**config.mk**
```make
export PLATFORM = sky130hd
export DESIGN_NAME = irq_vec_ctrl
export DESIGN_NICKNAME = d
export VERILOG_FILES = /design/src/rtl/irq_vec_pkg.sv /design/src/rtl/irq_prio_enc.sv /design/src/rtl/irq_cfg_regs.sv /design/src/rtl/irq_vec_unit.sv /design/src/rtl/irq_vec_ctrl.sv
export SDC_FILE = /design/constraint.sdc
export NUM_CORES = 1
export LEC_CHECK = 0
export BUFFER_PORTS_ARGS = -buffer_cell sky130_fd_sc_hd__buf_2
export CORE_ASPECT_RATIO = 0.6
export CORE_MARGIN = 2
export CORE_UTILIZATION = 31
export CTS_BUF_LIST = sky130_fd_sc_hd__clkbuf_2 sky130_fd_sc_hd__clkbuf_4 sky130_fd_sc_hd__clkbuf_8
export DETAILED_ROUTE_END_ITERATION = 8
export GPL_ROUTABILITY_DRIVEN = 0
export PLACE_DENSITY = 0.62
export SYNTH_ARGS = -nofsm -noshare
export SYNTH_HDL_FRONTEND = slang
export SYNTH_SLANG_ARGS = --single-unit
```
**constraint.sdc**
```tcl
create_clock -name clk -period 2.32 [get_ports clk]
set_input_delay 0.464 -clock clk [delete_from_list [all_inputs] [get_ports clk]]
set_output_delay 0.464 -clock clk [all_outputs]
set_load 0.02 [all_outputs]
```
**src/rtl/irq_vec_pkg.sv**
```systemverilog
package irq_vec_pkg;
   typedef enum logic [1:0] {
      SEL_MASK   = 2'd0,
      SEL_ENABLE = 2'd1,
      SEL_STCLR  = 2'd2,
      SEL_NONE   = 2'd3
   } cfg_sel_e;

   function automatic int unsigned idx_width(input int unsigned n);
      return (n < 2) ? 1 : $clog2(n);
   endfunction
endpackage

```
**src/rtl/irq_prio_enc.sv**
```systemverilog
module irq_prio_enc #(
   parameter int unsigned NUM_SRC = 8,
   localparam int unsigned IDX_W = irq_vec_pkg::idx_width(NUM_SRC)
) (
   input  logic [NUM_SRC-1:0] req_m,
   output logic               any_o,
   output logic [IDX_W-1:0]   idx_o
);
   logic [NUM_SRC:0]   seen;
   logic [NUM_SRC-1:0] first;

   assign seen[0] = 1'b0;
   for (genvar i = 0; i < NUM_SRC; i++) begin : g_chain
      assign first[i]  = req_m[i] & ~seen[i];
      assign seen[i+1] = seen[i] | req_m[i];
   end

   assign any_o = seen[NUM_SRC];

   always_comb begin
      idx_o = '0;
      for (int i = 0; i < NUM_SRC; i++) begin
         if (first[i]) idx_o = idx_o | IDX_W'(i);
      end
   end
endmodule

```
**src/rtl/irq_cfg_regs.sv**
```systemverilog
module irq_cfg_regs #(
   parameter int unsigned NUM_SRC = 8
) (
   input  logic               clk,
   input  logic               rst_n,
   input  logic               cfg_we,
   input  logic [1:0]         cfg_sel,
   input  logic [NUM_SRC-1:0] cfg_wdata,
   input  logic               ack_clear,
   input  logic               any_req,
   output logic [NUM_SRC-1:0] mask_q,
   output logic               en_q,
   output logic               st_q
);
   import irq_vec_pkg::*;

   logic wr_mask, wr_en, wr_clr;
   assign wr_mask = cfg_we && (cfg_sel == SEL_MASK);
   assign wr_en   = cfg_we && (cfg_sel == SEL_ENABLE);
   assign wr_clr  = cfg_we && (cfg_sel == SEL_STCLR);

   always_ff @(posedge clk) begin
      if (!rst_n) begin
         mask_q <= '0;
         en_q   <= 1'b0;
         st_q   <= 1'b0;
      end else begin
         if (wr_mask) mask_q <= cfg_wdata;
         if (ack_clear)  en_q <= 1'b0;
         else if (wr_en) en_q <= cfg_wdata[0];
         st_q <= wr_clr ? 1'b0 : any_req;
      end
   end
endmodule

```
**src/rtl/irq_vec_unit.sv**
```systemverilog
module irq_vec_unit #(
   parameter int unsigned NUM_SRC  = 8,
   parameter int unsigned VEC_W    = 8,
   localparam int unsigned IDX_W   = irq_vec_pkg::idx_width(NUM_SRC),
   localparam int unsigned BASE_W  = VEC_W - IDX_W,
   parameter logic [BASE_W-1:0] VEC_BASE = '1
) (
   input  logic             clk,
   input  logic             rst_n,
   input  logic             take,
   input  logic [IDX_W-1:0] win_idx,
   input  logic             ack,
   output logic             taken_q,
   output logic             ack_hit,
   output logic [VEC_W-1:0] vec_out,
   output logic             vec_valid
);
   logic [IDX_W-1:0] held_idx;

   assign ack_hit = ack && taken_q;

   always_ff @(posedge clk) begin
      if (!rst_n) begin
         taken_q   <= 1'b0;
         held_idx  <= '0;
         vec_out   <= '0;
         vec_valid <= 1'b0;
      end else begin
         vec_valid <= ack_hit;
         if (ack_hit) begin
            taken_q <= 1'b0;
            vec_out <= {VEC_BASE, held_idx};
         end else if (take) begin
            taken_q  <= 1'b1;
            held_idx <= win_idx;
         end
      end
   end
endmodule

```
**src/rtl/irq_vec_ctrl.sv**
```systemverilog
module irq_vec_ctrl #(
   parameter int unsigned NUM_SRC = 8,
   parameter int unsigned VEC_W   = 8,
   localparam int unsigned IDX_W  = irq_vec_pkg::idx_width(NUM_SRC),
   localparam int unsigned BASE_W = VEC_W - IDX_W,
   parameter logic [BASE_W-1:0] VEC_BASE = '1
) (
   input  logic               clk,
   input  logic               rst_n,
   input  logic               cfg_we,
   input  logic [1:0]         cfg_sel,
   input  logic [NUM_SRC-1:0] cfg_wdata,
   input  logic [NUM_SRC-1:0] irq_req,
   input  logic               boundary,
   input  logic               ack,
   output logic               irq_out,
   output logic [VEC_W-1:0]   vec_out,
   output logic               vec_valid
);
   if (NUM_SRC < 2 || NUM_SRC > 64) begin : g_bad_src
      $error("irq_vec_ctrl: NUM_SRC must lie in 2..64");
   end
   if (VEC_W <= IDX_W) begin : g_bad_vec
      $error("irq_vec_ctrl: VEC_W must exceed the index width");
   end

   logic [NUM_SRC-1:0] mask_q, req_m;
   logic               en_q, st_q, any_req, taken_q, ack_hit;
   logic [IDX_W-1:0]   enc_idx, win_q;

   assign req_m = irq_req & mask_q;

   irq_prio_enc #(.NUM_SRC(NUM_SRC)) enc_i (
      .req_m (req_m),
      .any_o (any_req),
      .idx_o (enc_idx)
   );

   always_ff @(posedge clk) begin
      if (!rst_n) win_q <= '0;
      else        win_q <= enc_idx;
   end

   irq_cfg_regs #(.NUM_SRC(NUM_SRC)) regs_i (
      .clk       (clk),
      .rst_n     (rst_n),
      .cfg_we    (cfg_we),
      .cfg_sel   (cfg_sel),
      .cfg_wdata (cfg_wdata),
      .ack_clear (ack_hit),
      .any_req   (any_req),
      .mask_q    (mask_q),
      .en_q      (en_q),
      .st_q      (st_q)
   );

   assign irq_out = en_q & st_q;

   irq_vec_unit #(.NUM_SRC(NUM_SRC), .VEC_W(VEC_W), .VEC_BASE(VEC_BASE)) vec_i (
      .clk       (clk),
      .rst_n     (rst_n),
      .take      (boundary && irq_out),
      .win_idx   (win_q),
      .ack       (ack),
      .taken_q   (taken_q),
      .ack_hit   (ack_hit),
      .vec_out   (vec_out),
      .vec_valid (vec_valid)
   );
endmodule

```
==> out/summary.txt <==
status: complete, no violations
grt ovf: 0
Cell Rows: 15
Layout Area Growth over Synthesis: 24.3%
adder-cell share of the synthesized area: 0
unique cell type count in the Yosys netlist: 24
Setup TNS: 0 ns
dominant combinational cell family by area after synthesis: simple AND/OR/NAND/NOR gates
RSZ-0062 raised after global routing: false
synthesized area per cell: 9.81 µm²
combined area of all synthesized cells: 902 µm²
path class of the lowest-slack min-delay path: reg2reg
die outline width: 73.6 µm
Post-CTS Resized: 0
share of cells above drive strength 1: 0.314
total power density per cell area: 712 nW/µm²
critical path peak fanout: 3
Critical Path RT: 1.86 ns
Placement Setup Slack: 0.931 ns
root buffer selected by CTS: clkbuf_8
type of destination of the critical path: output port
element type at the critical path start: register
path type of the worst setup path: reg2out
cell type contributing the most total cell area after synthesis: dfxtp_1
number of nets produced by synthesis: 115
CORE AREA: 2820 µm²
cell count after synthesis: 92
IO Port Bufs: 32
total via count in the routed design: 708
worst hold-check slack: 0.438 ns
first-pass GRT wire length: 2.83 mm
shortest period the worst path allows: 1.38 ns
number of primary I/O pins: 33
via count of the first global-routing pass: 629
detailed-route wire length: 1.75 mm
initial antenna violation count: 0
Worst EP arrival: 0.92 ns
routed length per placed instance: 11.3 µm
final net count: 145
initial core utilization: 0.320
xor/xnor cell area share of the yosys netlist: 0
number of H-tree branching levels: 1
Static Leak: 0.493 nW
Hold-fix buffers, CTS: 0
slew at the pin closest to its max-slew limit: 0.313 ns
final setup violating endpoints: 0
most instantiated library cell after synthesis: dfxtp_1
part of the Yosys area used for sequential elements: 0.488
Clock Latency Late Sink: 0.26 ns
CTS clock-pin slew for the worst setup and hold paths: 0.08 ns
number of design-rule violations left by the first detailed-router iteration: 25
dpl hpwl: 1.40 mm
DRC violations left: 0
Final Hold Viols: 0
fmax: 725 MHz
synthesized-area fraction occupied by and/or/nand/nor cells: 0.225
1st-pass router iterations: 4
Clock Path Buffers: 2
CTS Buf Count: 3
leading register cell type out of synthesis: dfxtp_1
Util after Layout: 0.398
cell area after placement: 1050 µm²
final std cell area, no fill: 1120 µm²
maximum number of pins on one net before global-route repair: 22
number of setup buffers added after CTS: 0
total inserted antenna cells: 0
count of max-cap constraint violations: 0
multiplexer area fraction after synthesis: 0.0999
number of enable-type register cells in the synthesized netlist: 0
synthesized-area fraction occupied by ao, oa, aoi and oai cells: 0.118
most frequent cells after synthesis: 22 x dfxtp_1, 14 x nand2_1, 9 x mux2i_1
Max Slew Vio Count: 0
number of antenna-violating nets in the routed design: 0
number of synthesized register bits: 22
via density per instance: 4.57
headroom to the max-slew limit: 0.792
Synth warnings: 0
Die Height: 45.8 µm
CTS sink cnt: 22
part of the cycle the worst path needs: 0.595
share of the synthesized area in the top cell type: 0.488
Synth async-reset ratio: 0
Max IR drop VDD: 0.504 mV
die area: 3370 µm²
synth top area cells: dfxtp_1 49%, mux2i_1 10%, nand2_1 5.8%
final worst clock skew: 0.00307 ns
TritonCTS clock tree: built
min setup slack post-route: 0.940 ns
total global-route track usage: 0.113
## routing by layer
metal | global-route usage | routed length, µm | vias to the layer above
li1 | - | - | 372
met1 | 0.143 | 907 | 311
met2 | 0.182 | 713 | 23
met3 | 0.0487 | 111 | 2
met4 | 0.0218 | 17 | 0
met5 | 0 | 0 | -
## stage by stage
step / std cells / total power [mW]
finish: 155 / 0.798
global route: 155 / 0.829
CTS: 155 / 0.809
detailed placement: 151 / 0.458
global placement: 151 / 0.456
floorplan: 92 / 0.432
## power by group
| part | switching [mW] | internal, mW | total [mW] | leakage [nW] |
|---|---|---|---|---|
| combinational | 0.0275 | 0.0305 | 0.0580 | 0.279 |
| sequential | 0.00409 | 0.386 | 0.390 | 0.178 |
| clock | 0.120 | 0.230 | 0.350 | 0.0357 |
## cell families (layout without fill, tap and decap cells)
group	after synthesis	after routing
AND/OR/NAND/NOR	38	38
flip-flops	22	22
AO/OA/AOI/OAI	15	15
multiplexers	9	9
buffers and inverters	8	37
## worst max-delay path: stages (launching register included)
cell	delay, ns
dfxtp_1	0.34
and2_1	0.15
buf_2	0.17
## sequential cells by signal (all words and copies together), names as in the netlist
signal,cells
vec_i.vec_valid,1
regs_i.mask_q,8
vec_i.taken_q,1
regs_i.en_q,1
vec_i.vec_out,4
win_q,3
vec_i.held_idx,3
regs_i.st_q,1
## worst paths after layout
kind / startpoint / endpoint / slack (ns) / cells past startpoint
worst max-delay path: regs_i.en_q / irq_out / 0.94 / 2
worst min-delay path: win_q[2] / vec_i.held_idx[2] / 0.44 / 2
worst max register to register: regs_i.mask_q[6] / win_q[0] / 1.27 / 4
worst min register to register: win_q[2] / vec_i.held_idx[2] / 0.44 / 2
## layout make-up
cell class / instances / area (µm²)
Fill cell: 279 / 1690
Sequential cell: 22 / 440
Multi-Input combinational cell: 62 / 399
Timing Repair Buffer: 33 / 168
Tap cell: 34 / 42.5
Clock buffer: 3 / 41.3
Clock inverter: 1 / 30.0
## cell usage in the layout, fill, tap and decap left out, types with 2 or more instances in the layout
cell type  instances
mux2i_1            9
o21ai_0            3
nand3b_1           2
clkbuf_8           3
nand2_1           14
a21o_1             2
dfxtp_1           22
a22oi_1            2
nor2b_1            8
buf_2             32
nor2_1             2
a22o_1             3
and2_1             2
nand3_1            6
a21oi_1            2
No activity file was read; power rests on OpenSTA's default activity.
